`config.mk`:
```
export PLATFORM = sky130hd
export DESIGN_NAME = sspDataPort
export DESIGN_NICKNAME = d
export VERILOG_FILES = /design/src/rtl/sspPkg.sv /design/src/rtl/sspDataCtrl.sv /design/src/rtl/sspDataPath.sv /design/src/rtl/sspDataPort.sv
export SDC_FILE = /design/constraint.sdc
export NUM_CORES = 1
export LEC_CHECK = 0
export ABC_CLOCK_PERIOD_IN_PS = 4950
export BUFFER_PORTS_ARGS = -buffer_cell sky130_fd_sc_hd__buf_4
export CAP_MARGIN = 20
export CORE_ASPECT_RATIO = 0.5
export CORE_MARGIN = 2
export CORE_UTILIZATION = 45
export DETAILED_ROUTE_END_ITERATION = 7
export HOLD_SLACK_MARGIN = 0.02
export PLACE_DENSITY_LB_ADDON = 0.2
export SYNTH_ARGS = -nofsm -noshare
export SYNTH_HDL_FRONTEND = slang
export SYNTH_SLANG_ARGS = --single-unit
export TNS_END_PERCENT = 5
```
`constraint.sdc`:
```
create_clock -name clk -period 4.95 [get_ports clk]
set_input_delay 0 -clock clk [delete_from_list [all_inputs] [get_ports clk]]
set_output_delay 0 -clock clk [all_outputs]
set_load 0.03 [all_outputs]
```
`src/rtl/sspPkg.sv`:
```
package sspPkg;
  localparam int DATA_W = 16;
  localparam int BITS_W = $clog2(DATA_W + 1);

  typedef enum logic [1:0] {
    FMT_PLAIN = 2'b00,
    FMT_SYNC  = 2'b01,
    FMT_CMD   = 2'b10,
    FMT_RSVD  = 2'b11
  } frameFmtE;

  typedef struct packed {
    logic txPush;
    logic txLoad;
    logic txShift;
    logic rxPush;
    logic rxPop;
  } dpStrobeS;

  // frame size in bits from the size code, clamped to the 4-bit minimum
  function automatic logic [BITS_W-1:0] frameBits(input logic [3:0] sizeCode);
    if (sizeCode < 4'd3) return BITS_W'(4);
    return BITS_W'(sizeCode) + BITS_W'(1);
  endfunction

  function automatic logic [DATA_W-1:0] sizeMask(input logic [BITS_W-1:0] bits);
    logic [31:0] wide;
    wide = (32'd1 << bits) - 32'd1;
    return wide[DATA_W-1:0];
  endfunction
endpackage

```
`src/rtl/sspDataCtrl.sv`:
```
module sspDataCtrl
  import sspPkg::*;
#(
  parameter int DEPTH = 8,
  localparam int PTR_W = $clog2(DEPTH),
  localparam int CNT_W = PTR_W + 1
) (
  input  logic              clk,
  input  logic              rstN,
  input  logic              enable,
  input  logic              busWrEn,
  input  logic              busRdEn,
  input  logic              rxValid,
  input  logic              bitTick,
  input  logic              clrOverrun,
  input  logic [BITS_W-1:0] txBits,
  output dpStrobeS          strobe,
  output logic [PTR_W-1:0]  txWrPtr,
  output logic [PTR_W-1:0]  txRdPtr,
  output logic [PTR_W-1:0]  rxWrPtr,
  output logic [PTR_W-1:0]  rxRdPtr,
  output logic              txEmpty,
  output logic              txNotFull,
  output logic              txFull,
  output logic              txHalf,
  output logic              rxEmpty,
  output logic              rxNotFull,
  output logic              rxFull,
  output logic              rxHalf,
  output logic              txBusy,
  output logic              rxOverrun
);
  localparam logic [CNT_W-1:0] FULL_CNT = CNT_W'(DEPTH);
  localparam logic [CNT_W-1:0] HALF_CNT = CNT_W'(DEPTH / 2);

  logic [CNT_W-1:0]  txCount, rxCount;
  logic [BITS_W-1:0] bitsLeft;

  function automatic logic [PTR_W-1:0] nextPtr(input logic [PTR_W-1:0] p);
    return (p == PTR_W'(DEPTH - 1)) ? '0 : p + PTR_W'(1);
  endfunction

  assign txEmpty   = (txCount == '0);
  assign txFull    = (txCount == FULL_CNT);
  assign txNotFull = ~txFull;
  assign txHalf    = (txCount >= HALF_CNT);
  assign rxEmpty   = (rxCount == '0);
  assign rxFull    = (rxCount == FULL_CNT);
  assign rxNotFull = ~rxFull;
  assign rxHalf    = (rxCount >= HALF_CNT);

  always_comb begin
    strobe.txLoad  = !txBusy && enable && !txEmpty;
    strobe.txShift = txBusy && bitTick;
    strobe.txPush  = busWrEn && !txFull;
    strobe.rxPop   = busRdEn && !rxEmpty;
    strobe.rxPush  = rxValid && !rxFull;
  end

  always_ff @(posedge clk) begin
    if (!rstN) begin
      txCount   <= '0;
      rxCount   <= '0;
      txWrPtr   <= '0;
      txRdPtr   <= '0;
      rxWrPtr   <= '0;
      rxRdPtr   <= '0;
      txBusy    <= 1'b0;
      bitsLeft  <= '0;
      rxOverrun <= 1'b0;
    end else begin
      txCount <= txCount + CNT_W'(strobe.txPush) - CNT_W'(strobe.txLoad);
      rxCount <= rxCount + CNT_W'(strobe.rxPush) - CNT_W'(strobe.rxPop);
      if (strobe.txPush) txWrPtr <= nextPtr(txWrPtr);
      if (strobe.txLoad) txRdPtr <= nextPtr(txRdPtr);
      if (strobe.rxPush) rxWrPtr <= nextPtr(rxWrPtr);
      if (strobe.rxPop)  rxRdPtr <= nextPtr(rxRdPtr);
      if (strobe.txLoad) begin
        txBusy   <= 1'b1;
        bitsLeft <= txBits;
      end else if (strobe.txShift) begin
        if (bitsLeft == BITS_W'(1)) txBusy <= 1'b0;
        bitsLeft <= bitsLeft - BITS_W'(1);
      end
      if (rxValid && rxFull) rxOverrun <= 1'b1;
      else if (clrOverrun)   rxOverrun <= 1'b0;
    end
  end
endmodule

```
`src/rtl/sspDataPath.sv`:
```
module sspDataPath
  import sspPkg::*;
#(
  parameter int DEPTH = 8,
  localparam int PTR_W = $clog2(DEPTH)
) (
  input  logic              clk,
  input  logic              rstN,
  input  dpStrobeS          strobe,
  input  logic [PTR_W-1:0]  txWrPtr,
  input  logic [PTR_W-1:0]  txRdPtr,
  input  logic [PTR_W-1:0]  rxWrPtr,
  input  logic [PTR_W-1:0]  rxRdPtr,
  input  logic [DATA_W-1:0] wrWord,
  input  logic [DATA_W-1:0] rxWord,
  input  logic [BITS_W-1:0] txBits,
  input  logic [BITS_W-1:0] rxBits,
  output logic [DATA_W-1:0] rdWord,
  output logic              txOut
);
  logic [DATA_W-1:0] txMem [DEPTH];
  logic [DATA_W-1:0] rxMem [DEPTH];
  logic [DATA_W-1:0] shReg;
  logic [DATA_W-1:0] loadVal;

  // left-justify the masked word so the frame MSB sits at the shifter top
  always_comb
    loadVal = (txMem[txRdPtr] & sizeMask(txBits)) << (BITS_W'(DATA_W) - txBits);

  always_ff @(posedge clk) begin
    if (strobe.txPush) txMem[txWrPtr] <= wrWord;
    if (strobe.rxPush) rxMem[rxWrPtr] <= rxWord & sizeMask(rxBits);
  end

  always_ff @(posedge clk) begin
    if (!rstN)              shReg <= '0;
    else if (strobe.txLoad)  shReg <= loadVal;
    else if (strobe.txShift) shReg <= shReg << 1;
  end

  assign txOut  = shReg[DATA_W-1];
  assign rdWord = strobe.rxPop ? rxMem[rxRdPtr] : '0;
endmodule

```
`src/rtl/sspDataPort.sv`:
```
module sspDataPort
  import sspPkg::*;
#(
  parameter int DEPTH = 8,
  parameter int BUS_W = 32,
  localparam int PTR_W = $clog2(DEPTH)
) (
  input  logic              clk,
  input  logic              rstN,
  input  logic              enable,
  input  logic [1:0]        frameFmt,
  input  logic [3:0]        dataSize,
  input  logic              busWrEn,
  input  logic [BUS_W-1:0]  busWrData,
  input  logic              busRdEn,
  output logic [BUS_W-1:0]  busRdData,
  input  logic              clrOverrun,
  input  logic              rxValid,
  input  logic [DATA_W-1:0] rxWord,
  input  logic              bitTick,
  output logic              txOut,
  output logic              txBusy,
  output logic              txEmpty,
  output logic              txNotFull,
  output logic              txFull,
  output logic              txHalf,
  output logic              rxEmpty,
  output logic              rxNotFull,
  output logic              rxFull,
  output logic              rxHalf,
  output logic              rxOverrun
);
  dpStrobeS          strobe;
  logic [PTR_W-1:0]  txWrPtr, txRdPtr, rxWrPtr, rxRdPtr;
  logic [BITS_W-1:0] txBits, rxBits;
  logic [DATA_W-1:0] rdWord;
  logic              unusedWrHi;

  assign unusedWrHi = |busWrData[BUS_W-1:DATA_W];
  assign rxBits     = frameBits(dataSize);
  assign txBits     = (frameFmtE'(frameFmt) == FMT_CMD) ? BITS_W'(8) : rxBits;
  assign busRdData  = {{(BUS_W-DATA_W){1'b0}}, rdWord};

  sspDataCtrl #(.DEPTH(DEPTH)) i_ctrl (
    .clk(clk), .rstN(rstN), .enable(enable), .busWrEn(busWrEn), .busRdEn(busRdEn),
    .rxValid(rxValid), .bitTick(bitTick), .clrOverrun(clrOverrun), .txBits(txBits),
    .strobe(strobe), .txWrPtr(txWrPtr), .txRdPtr(txRdPtr), .rxWrPtr(rxWrPtr),
    .rxRdPtr(rxRdPtr), .txEmpty(txEmpty), .txNotFull(txNotFull), .txFull(txFull),
    .txHalf(txHalf), .rxEmpty(rxEmpty), .rxNotFull(rxNotFull), .rxFull(rxFull),
    .rxHalf(rxHalf), .txBusy(txBusy), .rxOverrun(rxOverrun)
  );

  sspDataPath #(.DEPTH(DEPTH)) i_path (
    .clk(clk), .rstN(rstN), .strobe(strobe), .txWrPtr(txWrPtr), .txRdPtr(txRdPtr),
    .rxWrPtr(rxWrPtr), .rxRdPtr(rxRdPtr), .wrWord(busWrData[DATA_W-1:0]),
    .rxWord(rxWord), .txBits(txBits), .rxBits(rxBits), .rdWord(rdWord), .txOut(txOut)
  );
endmodule

```
After elaboration in Yosys (flattened, before gate mapping)
Memories as Yosys holds them, arrays and structs flattened. A register that Yosys moved wholly into a read port is not among the register bits.
Cells that the tools add are included.
Storage, ports and cells
  bits in registers: 43
  RAM bits: 256
  input bits: 62
  output and inout bits: 43
  logic and storage cells: 87
  memories: 2
Memory list
  i_path.rxMem: depth 8, bits a word 16, read ports 1, clocked after memory_dff 1, write ports 1, line sspDataPath.sv:22  | logic [DATA_W-1:0] rxMem [DEPTH];
  i_path.txMem: depth 8, bits a word 16, read ports 1, clocked after memory_dff 1, write ports 1, line sspDataPath.sv:21  | logic [DATA_W-1:0] txMem [DEPTH];
Operators by class
  $add $sub $neg: 13
  $lt $le $gt $ge: 3
  equality and inequality tests: 8
  shift operators: 3
  mux-type cells: 26
  bitwise operators: 4
  reductions and logical operators: 18
Operators by type and width (count)
  two-way mux 16 bit: 3
  AND 16 bit: 2
  left shift 1 x 5 -> 16 bit, first input constant: 2
  subtractor 16 x 1 -> 16 bit, second input constant: 2
  two-way mux 5 bit: 5
  two-way mux 3 bit: 8
  left shift 16 x 5 -> 16 bit: 1
  adder 3 x 1 -> 3 bit, second input constant: 4
  equality test 3 bit, second input constant: 4
  two-way mux 1 bit: 10
  adder 4 x 1 -> 4 bit: 2
  equality test 4 bit, second input constant: 2
  >= comparator 4 x 3 -> 1 bit, second input constant: 2
  zero test 4 bit: 2
  subtractor 4 x 1 -> 4 bit: 2
  logical AND 1 bit: 7
  nonzero test 2 bit: 3
  adder 4 x 1 -> 5 bit, second input constant: 1
  equality test 5 x 1 -> 1 bit, second input constant: 1
  zero test 1 bit: 5
  subtractor 5 x 1 -> 5 bit, second input constant: 1
  subtractor 5 bit, first input constant: 1
  < comparator 4 x 2 -> 1 bit, second input constant: 1
  equality test 2 bit, second input constant: 1
  other kinds (2): 3

Depth between registers and ports, before layout
  depth in word-level cells: 9
  mapped depth: 21
  depth with buffers taken out: 18

By module
Synthesis repeated with hierarchy kept, for this count alone.
Unflattened totals
  cell total of the unflattened synthesis: 1035
  area total of the unflattened synthesis: 14296.2 sq um
By module, submodules not included
  sspDataPath: times used 1, cells each 830, area each 12538.3 sq um
  sspDataCtrl: times used 1, cells each 173, area each 1526.5 sq um
  sspDataPort: times used 1, cells each 32, area each 231.5 sq um

Least setup slack after synthesis
OpenSTA, ideal clock, no wires.
  kind: input -> register
  from: input port dataSize[0]
  to: register i_path.shReg[13]
  library setup time: 83 ps
  data arrival time: 3948 ps
  required time: 4867 ps
  path slack: 919 ps
  stages: 20
  buffers on the path: 3
  cell sequence: ha_1 > clkbuf_1 > clkbuf_1 > nor3b_1 > inv_1 > ha_1 > clkbuf_1 > a211oi_2 > nor2_1 > nand3_1 > ha_1 > inv_1 > a41oi_1 > o31ai_1 > a2111oi_1 > o211ai_1 > o31a_1 > mux4_2 > nand2b_1 > o221ai_1
Between the ends
  word-level cells in the longest chain between the ends: 9
Ends and longest elaborated chain
  start: declaration: line sspDataPort.sv:12  | input logic [3:0] dataSize,
  < comparator 4 x 2 -> 1 bit: line sspPkg.sv:22  | if (sizeCode < 4'd3) return BITS_W'(4);
  two-way mux 1 bit: line sspPkg.sv:22
  two-way mux 5 bit (*): line sspPkg.sv:23  | return BITS_W'(sizeCode) + BITS_W'(1);
  two-way mux 5 bit (*): line sspDataPort.sv:41  | assign txBits = (frameFmtE'(frameFmt) == FMT_CMD) ? BITS_W'(8) : rxBits;
  left shift 1 x 5 -> 16 bit: line sspPkg.sv:28  | wide = (32'd1 << bits) - 32'd1;
  subtractor 16 x 1 -> 16 bit: line sspPkg.sv:28
  AND 16 bit: line sspDataPath.sv:28  | loadVal = (txMem[txRdPtr] & sizeMask(txBits)) << (BITS_W'(DATA_W) - txBits);
  left shift 16 x 5 -> 16 bit (*): line sspDataPath.sv:28
  two-way mux 16 bit (*): line sspDataPath.sv:37  | else if (strobe.txLoad) shReg <= loadVal;
  end signal: assignment: line sspDataPath.sv:37
  end signal: assignment: line sspDataPath.sv:38  | else if (strobe.txShift) shReg <= shReg << 1;
  end: declaration: line sspDataPath.sv:23  | logic [DATA_W-1:0] shReg;
Every way passes the cells marked *; elsewhere a longest branch is shown, timed or not.
A chain may end at the register's enable or synchronous reset.

Worst setup path in the final report
Ends and elaborated chain as after synthesis.

==> impl_metrics.py <==
metrics = {
    "run": {
        "max-cap-violations": 0,
    },
    "worst_hold_path": {
        "hold_path_depth": 5,
        "hold_start": "busRdEn",
        "hold_class": "input pin to flip-flop",
        "whs_endpoint": "i_ctrl.rxRdPtr[1]",
    },
    "placed_design": {
        "dpl.hpwl_um": 20120,
        "gp_congestion": 0.8620,
        "io_buffers": 72,
    },
    "route": {
        "wire_per_inst_um": 19.84,
        "drt_iter0_markers": 617,
        "antenna_left": 0,
        "vias": 8988,
        "first_pass_iters": 5,
        "viasPerCell": 5.610,
        "wirelength_um": 31790,
        "drc_errors": 0,
    },
    "cts": {
        "path_clk_slew_ns": 0.07,
        "holdBufCountCts": 38,
        "cts_htree_levels": 1,
        "clk_latency_ns": 0.54,
        "clock_path_buffers": 3,
        "cts_setup_buffers": 0,
        "ctsResizeCount": 0,
        "cts_sinks": 305,
        "cts_root_buf": "clkbuf_16",
        "cts_buffers": 27,
        "cts_tree": "built",
    },
    "logic_synthesis": {
        "synth.distinct_cells": 83,
        "async_reset_ff_share_pct": 0,
        "ys_top_cells_by_area": "edfxtp_1 (54%), mux4_2 (10%), dfxtp_1 (6.8%)",
        "synth_cells": 1041,
        "synth_edf_count": 256,
        "yosysTopAreaCell": "edfxtp_1",
        "yosysWarnings": 0,
        "avgSynthCellArea_um2": 13.80,
        "synth.ff_latch_count": 305,
        "ys.flop_type": "edfxtp_1",
        "yosys.area.top_type_share_pct": 53.51,
        "syn_area_um2": 14370,
        "yosysSeqAreaShare_pct": 60.34,
    },
    "pwr": {
        "p_comb_share_pct": 28.9,
        "sw_frac_of_total_pct": 30.93,
        "switchingPower_mw": 2.214,
        "power_density_nw_per_um2": 430.7,
        "power_frac_clock_pct": 27.2,
        "irDropWorstVdd_uv": 248.6,
        "seq_power_share_pct": 43.9,
        "leakage_nw": 5.687,
        "intPower_mw": 4.944,
    },
    "sta": {
        "relSlewSlack_pct": 32.50,
        "fmax_ghz": 0.2533,
        "slew_viol_final": 0,
        "setup_tns_ns": 0,
        "period_minus_slack_ns": 3.948,
        "rsz0062_at_grt": "false",
        "clock_skew_ns": 0.01222,
        "worstMarginPinSlew_ns": 1.004,
        "setup-violations-final": 0,
        "hold_viol_final": 0,
        "min_period_over_period_pct": 79.76,
    },
    "global_route": {
        "antenna_found_initial": 0,
        "grt_pass1_vias": 8928,
        "grt_usage_pct": 19.12,
        "grt_pass1_wl_um": 49600,
        "grt_max_degree": 44,
        "grt_remaining_overflow": 0,
    },
    "setup_path": {
        "worst_setup_path_start_kind": "input pin",
        "required_ns": 5.40,
        "reg2reg_slack_ns": 1.72,
        "cp-end-kind": "flip-flop",
        "cp.arrival_ns": 4.40,
        "worstReg2RegStart": "i_ctrl.txCount[2]",
        "r2r_cells": 13,
        "crit_start": "dataSize[0]",
        "critPathKind": "input pin to flip-flop",
        "cp_max_fo": 17,
        "reg2reg_to": "i_ctrl.txCount[2]",
    },
    "final_layout": {
        "final_core_util_pct": 52.69,
        "finalNetCount": 1245,
        "antenna_cells": 0,
        "drive_above_1_share_pct": 20.51,
        "num-fill-cells": 2684,
        "area_delta_synth_final_pct": 15.68,
    },
    "die": {
        "rows": 46,
        "initial_core_util_pct": 45.55,
        "core_region_area_um2": 31540,
        "io_pins": 105,
        "die_h_um": 130.3,
        "die_w_um": 256.7,
        "fp.dieArea_um2": 33460,
    },
    "run_status": {
        "status": "completed",
    },
}
area by class of cell:
type / count / area (um2) / area share, %
Inverter: 28 / 105.1 / 0.6324
Timing Repair Buffer: 141 / 1154 / 6.942
Clock buffer: 30 / 686.9 / 4.133
Tap cell: 432 / 540.5 / 3.253
Sequential cell: 305 / 8671 / 52.18
Multi-Input combinational cell: 648 / 5350 / 32.19
Clock inverter: 18 / 111.4 / 0.6701
worst max-delay path: stages:
cell and delay, ns:
buf_4 0.17, ha_1 0.30, nor3b_1 0.46, inv_1 0.13, ha_1 0.35, a211oi_2 0.35, nor2_1 0.13, nand3_1 0.11
ha_1 0.26, inv_1 0.12, a41oi_1 0.30, o31ai_1 0.20, a2111oi_1 0.48, o211ai_1 0.16, o31a_1 0.15, mux4_2 0.48
nand2b_1 0.15, o221ai_1 0.07
metrics by stage:
step                setup WS [ns]  hold slack (ns)  area, um2  total power, mW  std cells
floorplan                  0.9194          0.09887      14420            4.658       1056
global placement           0.6363           0.2297      15440            5.219       1516
detailed placement         0.5218           0.2339      15440            5.254       1516
CTS                         1.071          0.04816      16620            7.226       1602
global route               0.6792          0.06534      16620            7.530       1602
finish                      1.002          0.04437      16620            7.158       1602
cells in the mapped netlist (4+ instances only):
library cell  number
and3_1             8
xor2_1             6
nand3_1           28
mux2_2             9
or3_1              4
nor2b_1           15
o31ai_1            5
clkbuf_1          37
dfxtp_1           49
o211ai_1           7
mux2i_1           37
o21a_1             5
edfxtp_1         256
a22oi_1            7
buf_2              9
mux4_2            65
nand2b_1          13
buf_4             16
nor3_1            26
o221ai_1           4
buf_1             10
nor4_1             7
o32ai_1            4
o22ai_1            7
a21boi_0          16
nand2_1           67
ha_1              30
a211oi_1           5
and2_1            17
a21oi_1           42
xnor2_1           12
a31oi_1            9
o21ai_0           43
nand4_1            6
inv_1             26
nor2_1            64
sequential cells by signal (all words and copies together) (netlist names), named ones only:
name              count
i_ctrl.bitsLeft       5
i_ctrl.rxCount        4
i_ctrl.rxOverrun      1
i_ctrl.rxRdPtr        3
i_ctrl.rxWrPtr        3
i_ctrl.txBusy         1
i_ctrl.txCount        4
i_ctrl.txRdPtr        3
i_ctrl.txWrPtr        3
i_path.rxMem        128
i_path.shReg         16
i_path.txMem        128
cell usage in the layout, fill, tap and decap left out, types with 6 or more instances in the layout:
cell and instances:
buf_4 103, a31oi_1 9, o21ai_0 43, mux4_2 65, dlygate4sd3_1 38, a22oi_1 7, nand2_1 67, nor3_2 8
o22ai_1 7, nor3_1 17, conb_1 16, clkinv_1 9, a21oi_1 42, nor2_1 64, xnor2_1 12, clkbuf_16 27
nand3_1 28, mux2_2 9, ha_1 30, edfxtp_1 256, and2_1 17, o211ai_1 7, inv_1 26, and3_1 8
nand4_1 6, nor2b_1 15, nand2b_1 13, mux2i_1 37, a21boi_0 16, clkinv_2 6, dfxtp_1 47, xor2_1 6
cell families (layout without fill, tap and decap cells):
| logic type | count (synthesis) | after routing | synth area share (%) |
|---|---|---|---|
| other cells | 1 | 16 | 0.02610 |
| flops | 305 | 305 | 60.34 |
| fa+ha+maj | 32 | 32 | 2.891 |
| simple gates | 277 | 277 | 9.702 |
| buf+inv | 103 | 217 | 3.301 |
| compound gates | 193 | 193 | 9.058 |
| mux | 111 | 111 | 13.47 |
| xor+xnor | 19 | 19 | 1.211 |
power groups by stage:
stage / logic [mW] / clock network, mW / registers (mW)
after floorplan: 1.50 / 0 / 3.16
after CTS: 2.08 / 1.99 / 3.15
final: 2.07 / 1.95 / 3.15
after global routing: 2.27 / 2.08 / 3.17
after global placement: 2.02 / 0 / 3.20
after detailed placement: 2.05 / 0 / 3.21
metal layers:
layer	part of all wire (%)	vias to the layer above	global-route usage, %
met4	2.0	0	4.480
met3	4.9	47	3.147
met2	50	226	34.83
met5	0	-	0
met1	43	4486	24.28
li1	-	4229	-
worst max-delay path by stage:
stage	slack, ns	depth (start not counted)	endpoint
finish	1.00	18	i_path.shReg[13]
global route	0.68	19	i_path.shReg[13]
CTS	1.07	18	i_path.shReg[13]
detailed placement	0.52	18	i_path.shReg[13]
global placement	0.64	18	i_path.shReg[13]
floorplan	0.92	20	i_path.shReg[13]
Power figures use the tool's default switching activity.
